==> config.mk <==
export PLATFORM = sky130hd
export DESIGN_NAME = cop_xfer_seq
export DESIGN_NICKNAME = d
export VERILOG_FILES = /design/src/rtl/cop_xfer_pkg.sv /design/src/rtl/cop_xfer_ctrl.sv /design/src/rtl/cop_xfer_index.sv /design/src/rtl/cop_xfer_bus.sv /design/src/rtl/cop_xfer_seq.sv
export SDC_FILE = /design/constraint.sdc
export NUM_CORES = 1
export LEC_CHECK = 0
export BUFFER_PORTS_ARGS = -buffer_cell sky130_fd_sc_hd__buf_2
export CAP_MARGIN = 10
export CORE_MARGIN = 4
export CORE_UTILIZATION = 30
export CTS_BUF_LIST = sky130_fd_sc_hd__clkbuf_4 sky130_fd_sc_hd__clkbuf_8
export DETAILED_ROUTE_END_ITERATION = 6
export REMOVE_ABC_BUFFERS = 1
export SYNTH_ARGS = -nofsm -noshare
export SYNTH_HDL_FRONTEND = slang
export SYNTH_SLANG_ARGS = --single-unit
export TNS_END_PERCENT = 10
==> constraint.sdc <==
create_clock -name clk_i -period 5.3 [get_ports clk_i]
set_clock_uncertainty 0.1 [all_clocks]
set_input_delay 0.53 -clock clk_i [delete_from_list [all_inputs] [get_ports clk_i]]
set_output_delay 0.53 -clock clk_i [all_outputs]
set_load 0.01 [all_outputs]
==> src/rtl/cop_xfer_pkg.sv <==
package cop_xfer_pkg;
  typedef enum logic [2:0] {
    ST_IDLE   = 3'd0,
    ST_CMD    = 3'd1,
    ST_CSTAT  = 3'd2,
    ST_ADDR   = 3'd3,
    ST_SPACER = 3'd4,
    ST_DATA   = 3'd5
  } xfer_st_e;
endpackage

==> src/rtl/cop_xfer_ctrl.sv <==
module cop_xfer_ctrl
  import cop_xfer_pkg::*;
#(
  parameter int CNT_W = 5
) (
  input  logic             clk_i,
  input  logic             rst_ni,
  input  logic             start_i,
  input  logic [CNT_W-1:0] count_i,
  input  logic             ready_i,
  output xfer_st_e         state_o,
  output logic             load_o,
  output logic             beat_done_o,
  output logic             last_o,
  output logic             done_o
);
  localparam int BEAT_W = CNT_W + 1;
  localparam logic [BEAT_W-1:0] MAX_BEATS = BEAT_W'(1) << CNT_W;

  xfer_st_e          state_q, state_d;
  logic [BEAT_W-1:0] total_q, beat_q;
  logic              done_q;

  assign load_o      = (state_q == ST_IDLE) && start_i;
  assign beat_done_o = (state_q == ST_DATA) && ready_i;
  assign last_o      = (beat_q == total_q - BEAT_W'(1));

  always_comb begin
    state_d = state_q;
    unique case (state_q)
      ST_IDLE:   if (start_i) state_d = ST_CMD;
      ST_CMD:    state_d = ST_CSTAT;
      ST_CSTAT:  state_d = ST_ADDR;
      ST_ADDR:   state_d = ST_SPACER;
      ST_SPACER: state_d = ST_DATA;
      ST_DATA:   if (beat_done_o && last_o) state_d = ST_IDLE;
      default:   state_d = ST_IDLE;
    endcase
  end

  always_ff @(posedge clk_i or negedge rst_ni) begin
    if (!rst_ni) begin
      state_q <= ST_IDLE;
      total_q <= '0;
      beat_q  <= '0;
      done_q  <= 1'b0;
    end else begin
      state_q <= state_d;
      done_q  <= beat_done_o && last_o;
      if (load_o) begin
        total_q <= (count_i == '0) ? MAX_BEATS : {1'b0, count_i};
        beat_q  <= '0;
      end else if (beat_done_o) begin
        beat_q  <= beat_q + BEAT_W'(1);
      end
    end
  end

  assign state_o = state_q;
  assign done_o  = done_q;

  assert_data_after_spacer_R4: assert property (@(posedge clk_i) disable iff (!rst_ni)
    (state_q == ST_DATA) |-> ($past(state_q) == ST_SPACER || $past(state_q) == ST_DATA));
  assert_beat_bound_R5: assert property (@(posedge clk_i) disable iff (!rst_ni)
    (state_q == ST_DATA) |-> (beat_q < total_q));
  assert_done_idle_R10: assert property (@(posedge clk_i) disable iff (!rst_ni)
    done_q |-> (state_q == ST_IDLE));
  assert_done_pulse_R10: assert property (@(posedge clk_i) disable iff (!rst_ni)
    done_q |=> !done_q);
endmodule

==> src/rtl/cop_xfer_index.sv <==
module cop_xfer_index #(
  parameter int ADDR_W = 32,
  parameter int STEP   = 4
) (
  input  logic              clk_i,
  input  logic              rst_ni,
  input  logic              load_i,
  input  logic              mode_i,
  input  logic [ADDR_W-1:0] index_i,
  input  logic              beat_done_i,
  input  logic              last_i,
  output logic [ADDR_W-1:0] col_addr_o,
  output logic [ADDR_W-1:0] result_o
);
  localparam logic [ADDR_W-1:0] STEP_V = ADDR_W'(STEP);

  logic              mode_q;
  logic [ADDR_W-1:0] idx_q, idx_next, result_q;

  assign idx_next   = mode_q ? (idx_q - STEP_V) : (idx_q + STEP_V);
  // decrement mode forms the address after stepping down
  assign col_addr_o = mode_q ? (idx_q - STEP_V) : idx_q;

  always_ff @(posedge clk_i or negedge rst_ni) begin
    if (!rst_ni) begin
      mode_q   <= 1'b0;
      idx_q    <= '0;
      result_q <= '0;
    end else begin
      if (load_i) begin
        mode_q <= mode_i;
        idx_q  <= index_i;
      end else if (beat_done_i) begin
        idx_q  <= idx_next;
        if (last_i) result_q <= idx_next;
      end
    end
  end

  assign result_o = result_q;

  assert_stall_holds_index_R8: assert property (@(posedge clk_i) disable iff (!rst_ni)
    (!load_i && !beat_done_i) |=> $stable(idx_q));
  assert_result_stable_R10: assert property (@(posedge clk_i) disable iff (!rst_ni)
    !(beat_done_i && last_i) |=> $stable(result_q));
endmodule

==> src/rtl/cop_xfer_bus.sv <==
module cop_xfer_bus
  import cop_xfer_pkg::*;
#(
  parameter int DATA_W = 32,
  parameter int ID_W   = 3,
  parameter int OP_W   = 8,
  parameter int CNT_W  = 5
) (
  input  logic              clk_i,
  input  logic              rst_ni,
  input  xfer_st_e          state_i,
  input  logic              load_i,
  input  logic [ID_W-1:0]   cop_id_i,
  input  logic [OP_W-1:0]   op_i,
  input  logic [CNT_W-1:0]  count_i,
  input  logic              mode_i,
  input  logic [DATA_W-1:0] col_addr_i,
  input  logic [DATA_W-1:0] bus_i,
  output logic [DATA_W-1:0] bus_o,
  output logic              bus_oe_o,
  output logic [2:0]        phase_o,
  output logic              row_strobe_o,
  output logic              col_strobe_o,
  output logic              size32_o,
  output logic [DATA_W-1:0] status_o
);
  localparam int PAD_W = DATA_W - ID_W - 1 - CNT_W - OP_W;

  logic [DATA_W-1:0] cmd_q, status_q;

  always_ff @(posedge clk_i or negedge rst_ni) begin
    if (!rst_ni) begin
      cmd_q    <= '0;
      status_q <= '0;
    end else begin
      if (load_i) cmd_q <= {cop_id_i, mode_i, count_i, op_i, {PAD_W{1'b0}}};
      if (state_i == ST_CSTAT) status_q <= bus_i;
    end
  end

  always_comb begin
    bus_o    = '0;
    bus_oe_o = 1'b0;
    unique case (state_i)
      ST_CMD:  begin bus_o = cmd_q;      bus_oe_o = 1'b1; end
      ST_ADDR: begin bus_o = col_addr_i; bus_oe_o = 1'b1; end
      default: ;
    endcase
  end

  assign phase_o      = state_i;
  assign row_strobe_o = (state_i == ST_ADDR);
  assign col_strobe_o = (state_i == ST_DATA);
  assign size32_o     = (state_i != ST_IDLE);
  assign status_o     = status_q;

  assert_status_hold_R2: assert property (@(posedge clk_i) disable iff (!rst_ni)
    (state_i != ST_CSTAT) |=> $stable(status_q));
  assert_bus_released_R4: assert property (@(posedge clk_i) disable iff (!rst_ni)
    (state_i == ST_SPACER || state_i == ST_DATA || state_i == ST_CSTAT) |-> !bus_oe_o);
  assert_cmd_stable_R1: assert property (@(posedge clk_i) disable iff (!rst_ni)
    (state_i != ST_IDLE) |=> $stable(cmd_q));
endmodule

==> src/rtl/cop_xfer_seq.sv <==
module cop_xfer_seq
  import cop_xfer_pkg::*;
#(
  parameter int DATA_W = 32,
  parameter int ID_W   = 3,
  parameter int OP_W   = 8,
  parameter int CNT_W  = 5
) (
  input  logic              clk_i,
  input  logic              rst_ni,
  input  logic              start_i,
  input  logic [ID_W-1:0]   cop_id_i,
  input  logic [OP_W-1:0]   op_i,
  input  logic [CNT_W-1:0]  count_i,
  input  logic [DATA_W-1:0] index_i,
  input  logic              mode_i,
  input  logic              ready_i,
  input  logic [DATA_W-1:0] bus_i,
  output logic [DATA_W-1:0] bus_o,
  output logic              bus_oe_o,
  output logic [2:0]        phase_o,
  output logic              row_strobe_o,
  output logic              col_strobe_o,
  output logic [DATA_W-1:0] col_addr_o,
  output logic              size32_o,
  output logic [DATA_W-1:0] status_o,
  output logic              done_o,
  output logic [DATA_W-1:0] index_o
);
  localparam int STEP = DATA_W / 8;

  xfer_st_e          state;
  logic              load, beat_done, last;
  logic [DATA_W-1:0] col_addr;

  cop_xfer_ctrl #(.CNT_W(CNT_W)) ctrl_i (
    .clk_i, .rst_ni, .start_i, .count_i, .ready_i,
    .state_o(state), .load_o(load), .beat_done_o(beat_done),
    .last_o(last), .done_o
  );

  cop_xfer_index #(.ADDR_W(DATA_W), .STEP(STEP)) index_i_u (
    .clk_i, .rst_ni, .load_i(load), .mode_i, .index_i,
    .beat_done_i(beat_done), .last_i(last),
    .col_addr_o(col_addr), .result_o(index_o)
  );

  cop_xfer_bus #(.DATA_W(DATA_W), .ID_W(ID_W), .OP_W(OP_W), .CNT_W(CNT_W)) bus_u (
    .clk_i, .rst_ni, .state_i(state), .load_i(load),
    .cop_id_i, .op_i, .count_i, .mode_i,
    .col_addr_i(col_addr), .bus_i,
    .bus_o, .bus_oe_o, .phase_o, .row_strobe_o, .col_strobe_o,
    .size32_o, .status_o
  );

  assign col_addr_o = col_addr;

  assert_size_full_R9: assert property (@(posedge clk_i) disable iff (!rst_ni)
    (state != ST_IDLE) |-> size32_o);
  assert_start_ignored_R1: assert property (@(posedge clk_i) disable iff (!rst_ni)
    (state == ST_DATA && start_i && !(beat_done && last)) |=> (state == ST_DATA));
endmodule

==> Word level (Yosys, flattened, before mapping) <==
Cells that the tools add are included.
{ "totals": {"word_cells": 44, "output_inout_bits": 136, "ff_bits": 130, "in_bits": 85} }
{ "classes": {"n_addsub": 4, "bitwise_logic": 1, "eq_ne": 8, "n_reduce_logical": 10, "muxes": 12} }
{ "op_table": {"columns": ["op", "n"], "rows": [
  ["$mux W32", 4],
  ["$pmux W32 S2", 1],
  ["$add A32 B3 Y32 const B", 1],
  ["$sub A32 B3 Y32 const B", 1],
  ["$mux W6", 3],
  ["$pmux W3 S6", 1],
  ["$add A6 B1 Y6 const B", 1],
  ["$eq A3 B2 Y1 const B", 2],
  ["$eq A3 B3 Y1 const B", 2],
  ["$eq A6 B6 Y1", 1],
  ["$mux W3", 2],
  ["$sub A6 B1 Y6 const B", 1],
  ["$logic_not A5 Y1", 1],
  ["$eq A3 B1 Y1 const B", 1],
  ["$logic_and A1 B1 Y1", 3],
  ["$logic_not A3 Y1", 1],
  ["$reduce_and A3 Y1", 1],
  ["$reduce_bool A3 Y1", 1],
  ["$ne A2 B1 Y1 const B", 1],
  ["$ne A2 B2 Y1 const B", 1],
  ["$reduce_and A2 Y1", 1],
  ["$reduce_bool A2 Y1", 1],
  ["$reduce_or A2 Y1", 1],
  ["$mux W1", 1],
  ["$not A1 Y1", 1]
]} }

==> Depth between registers and ports, before layout <==
{ "logic_depth": {"ltp_word": 5, "depth_mapped": 10, "mapped_depth_nobuf": 8} }

==> By module <==
From an unflattened synthesis, not the netlist that was laid out.
{ "unflattened": {"hier_cells": 806, "hier_area_um2": 7739.9} }
{ "by_module_without_submodules": {"columns": ["module", "cells_each", "seq_area_each_um2", "area_each_um2", "n_inst"], "rows": [
  ["cop_xfer_index", 557, 1626.6, 4645.7, 1],
  ["cop_xfer_bus", 166, 1226.2, 2252.2, 1],
  ["cop_xfer_ctrl", 83, 400.4, 842.1, 1]
]} }

==> Least setup slack after synthesis <==
OpenSTA, ideal clock, no wires.
{ "synth_path": {"kind": "reg-to-output", "from": "reg index_i_u.idx_q[6]", "to": "out bus_o[13]", "path_buffers": 1, "required_ns": 4.670, "setup_slack_ns": 2.412, "path_stages_with_launch": 7, "arrival_ns": 2.258, "cell_sequence": "dfrtp_1 buf_6 or4b_1 or4_4 or3_4 xnor2_2 and2_1"} }
{ "synth_between": {"elab_chain_cells": 3} }
{ "synth_lines": {"columns": ["item", "line", "rtl"], "rows": [
  ["start: declaration", "cop_xfer_index.sv:18", "logic [ADDR_W-1:0] idx_q, idx_next, result_q;"],
  ["start signal: assignment", "cop_xfer_index.sv:32", "idx_q <= index_i;"],
  ["start signal: assignment", "cop_xfer_index.sv:34", "idx_q <= idx_next;"],
  ["$sub A32 B3 Y32", "cop_xfer_index.sv:22", "assign col_addr_o = mode_q ? (idx_q - STEP_V) : idx_q;"],
  ["$mux W32", "cop_xfer_index.sv:22", null],
  ["named net col_addr_o[13]", "cop_xfer_seq.sv:24", "output logic [DATA_W-1:0] col_addr_o,"],
  ["$pmux W32 S2", "cop_xfer_bus.sv:44", "unique case (state_i)"],
  ["end: declaration", "cop_xfer_seq.sv:19", "output logic [DATA_W-1:0] bus_o,"]
]} }
The timed path passes the listed nets, and every way through them passes these cells.

==> impl_metrics.json <==
{
  "synth.area.top_cells": "dfrtp_1, mux2_2, xnor2_1",
  "synth_edf_count": 0,
  "setup_ws_ns": 1.29,
  "synth-simple-area-share": 0.205,
  "area_delta_synth_final_pct": 21.3,
  "syn_avg_cell_area_um2": 9.63,
  "synth.distinct_cells": 77,
  "worst_pin_slew_ns": 0.842,
  "worstSetupPathType": "flip-flop to primary output",
  "drc": 0,
  "vias": 6713,
  "timing.max_cap.violations": 0,
  "setup_tns_ns": 0,
  "synth_top_family_by_area": "simple AND/OR/NAND/NOR gates",
  "cp_max_fo": 15,
  "slew_viol_final": 0,
  "die_area_um2": 28000,
  "pin_count": 221,
  "die_x_um": 167,
  "grt_pass1_wl_um": 37600,
  "powerDensity_nw_per_um2": 565,
  "place_congestion": 0.911,
  "fin_crit_sh": 0.757,
  "antenna_found_initial": 0,
  "syn_area_um2": 7600,
  "rsz0062_at_grt": "no",
  "fin_util": 0.369,
  "post-synth-top-area-fraction": 0.424,
  "grt_use_total": 0.168,
  "dp_hpwl_um": 17600,
  "diodes": 0,
  "grt_pass1_vias": 6635,
  "die_y_um": 167,
  "syn_inst": 790,
  "cts.sinks": 129,
  "wl_per_cell_um": 18.1,
  "clk_pin_slew_ns": 0.08,
  "vdd_ir_drop_max_uv": 245,
  "finalHoldViolations": 0,
  "drive_gt1_frac": 0.348,
  "clock_path_buffers": 2,
  "relSlewSlack": 0.437,
  "io_buffers": 220,
  "cts_max_level": 4,
  "ant_nets": 0,
  "grt_max_degree": 78,
  "r2r-end": "index_i_u.result_o[23]",
  "cts_buffers": 17,
  "synth_top_area_cell": "dfrtp_1",
  "fin_nets": 1061,
  "via_per_inst": 5.11,
  "cts_tree": "built",
  "p_leak_uw": 0.00447,
  "status": "complete, no violations",
  "fin_cells": 1313,
  "drt_first_pass_iters": 5,
  "crit_path_start": "bus_u.cmd_q[28]",
  "yosysMostFrequentCell": "dfrtp_1",
  "cts_resized": 0,
  "fmax_mhz": 249,
  "dp_slack_ns": 1.75,
  "ys.flop_type": "dfrtp_1",
  "synth-xor-area-share": 0.0712,
  "rows": 58,
  "async_reset_ff_frac": 1.00,
  "rrSetupSlack_ns": 2.27,
  "hp-class": "input port to async pin",
  "synth_compound_area_frac": 0.137,
  "rr_worst_depth": 7,
  "worstPathArrival_ns": 3.38,
  "muxShareOfSynthArea": 0.0856,
  "clk_latency_ns": 0.45,
  "end_kind": "primary output",
  "yosys_warnings": 0,
  "totalWireLength_um": 23800,
  "yosysSeqAreaShare": 0.424,
  "drtIter0Drc": 376,
  "synthTopCellsByCount": "dfrtp_1, nand2_1, mux2_2, xnor2_1",
  "timing.final.crit_period_ns": 4.01,
  "cts_setup_buffers": 0,
  "synth_seq_cells": 129,
  "initial_core_util": 0.304,
  "crit_path_start_kind": "flip-flop",
  "cts_root_buffer": "clkbuf_8",
  "r2r_start": "ctrl_i.state_o[0]",
  "core_um2": 25000,
  "grt_overflow": 0,
  "finalSetupViolCount": 0,
  "dpl.cell_count": 1281,
  "synth_adder_area_share": 0.00987,
  "ctsHoldBuffers": 0,
  "cp.required_ns": 4.67
}
[metrics by stage]
step	hold slack [ns]	power (uW)	area (um2)
CTS	0.0178	5270	9230
finish	0.0128	5210	9230
detailed placement	0.357	4330	8810
floorplan	0.134	3320	7230
global route	0.0513	5600	9230
global placement	0.353	4280	8810
[cell usage in the layout, fill, tap and decap left out, types with 4 or more instances in the layout]
cell / count
clkinv_2: 4
xor2_1: 16
ha_1: 6
nand3_1: 19
a22o_1: 6
or4_1: 8
clkbuf_8: 19
nor2b_1: 10
and2_1: 4
and4_1: 5
o21ai_0: 36
o31ai_1: 12
a221o_1: 7
nand2_1: 93
dfrtp_1: 129
nor3b_1: 4
o32a_2: 4
buf_4: 7
or3_1: 10
and3_1: 15
nor4_1: 12
mux2_2: 56
nor2_1: 37
xnor2_1: 44
inv_1: 37
buf_2: 219
o211ai_1: 7
a21o_1: 8
nor3_1: 21
nand4_1: 15
a31oi_1: 6
a22oi_1: 10
a21oi_1: 18
a211oi_1: 9
[worst max path at each step]
stage	endpoint	slack [ns]	depth (start not counted)
after global routing	bus_o[19]	1.05	6
after CTS	bus_o[19]	1.25	6
final	bus_o[19]	1.29	6
after floorplan	index_i_u.idx_q[13]	1.16	5
after detailed placement	bus_o[19]	1.75	6
after global placement	bus_o[19]	1.86	6
[cells by family (layout without fill, tap and decap cells)]
family | after synthesis | after routing
fa+ha+maj | 6 | 6
buf+inv | 104 | 297
flops | 129 | 129
mux | 58 | 58
xor+xnor | 61 | 61
compound gates | 148 | 148
simple gates | 284 | 284
[per-layer routing]
layer,track usage,share of wire
met1,0.229,0.45
met2,0.275,0.47
met5,0,0
met3,0.0375,0.072
met4,0.0367,0.0098
[registers in the layout, indices dropped and copies added, names as in the netlist]
signal              count
bus_u.cmd_q            17
index_i_u.idx_q        32
ctrl_i.done_o           1
ctrl_i.state_o          3
ctrl_i.beat_q           6
bus_u.status_o         32
index_i_u.result_o     32
ctrl_i.total_q          6
[where the power goes]
| group | leakage (uW) | internal (uW) | switching, uW | total, uW |
|---|---|---|---|---|
| sequential | 0.00164 | 1380 | 487 | 1870 |
| combinational | 0.00261 | 1050 | 1380 | 2430 |
| clock | 0.000212 | 490 | 420 | 910 |
[critical path: stages, from the launching register on]
cell      delay [ns]
dfrtp_1         0.61
nor4b_4         0.62
nand2_1         0.45
or4_1           0.62
xnor2_1         0.35
a211oi_1        0.12
buf_2           0.17
[cell type report]
cell class / count / area [um2]
Clock inverter: 13 / 160
Sequential cell: 129 / 3230
Multi-Input combinational cell: 557 / 3860
Clock buffer: 19 / 262
Tap cell: 330 / 413
Fill cell: 2543 / 15800
Timing Repair Buffer: 227 / 1160
Inverter: 38 / 143
Power figures use the tool's default switching activity.
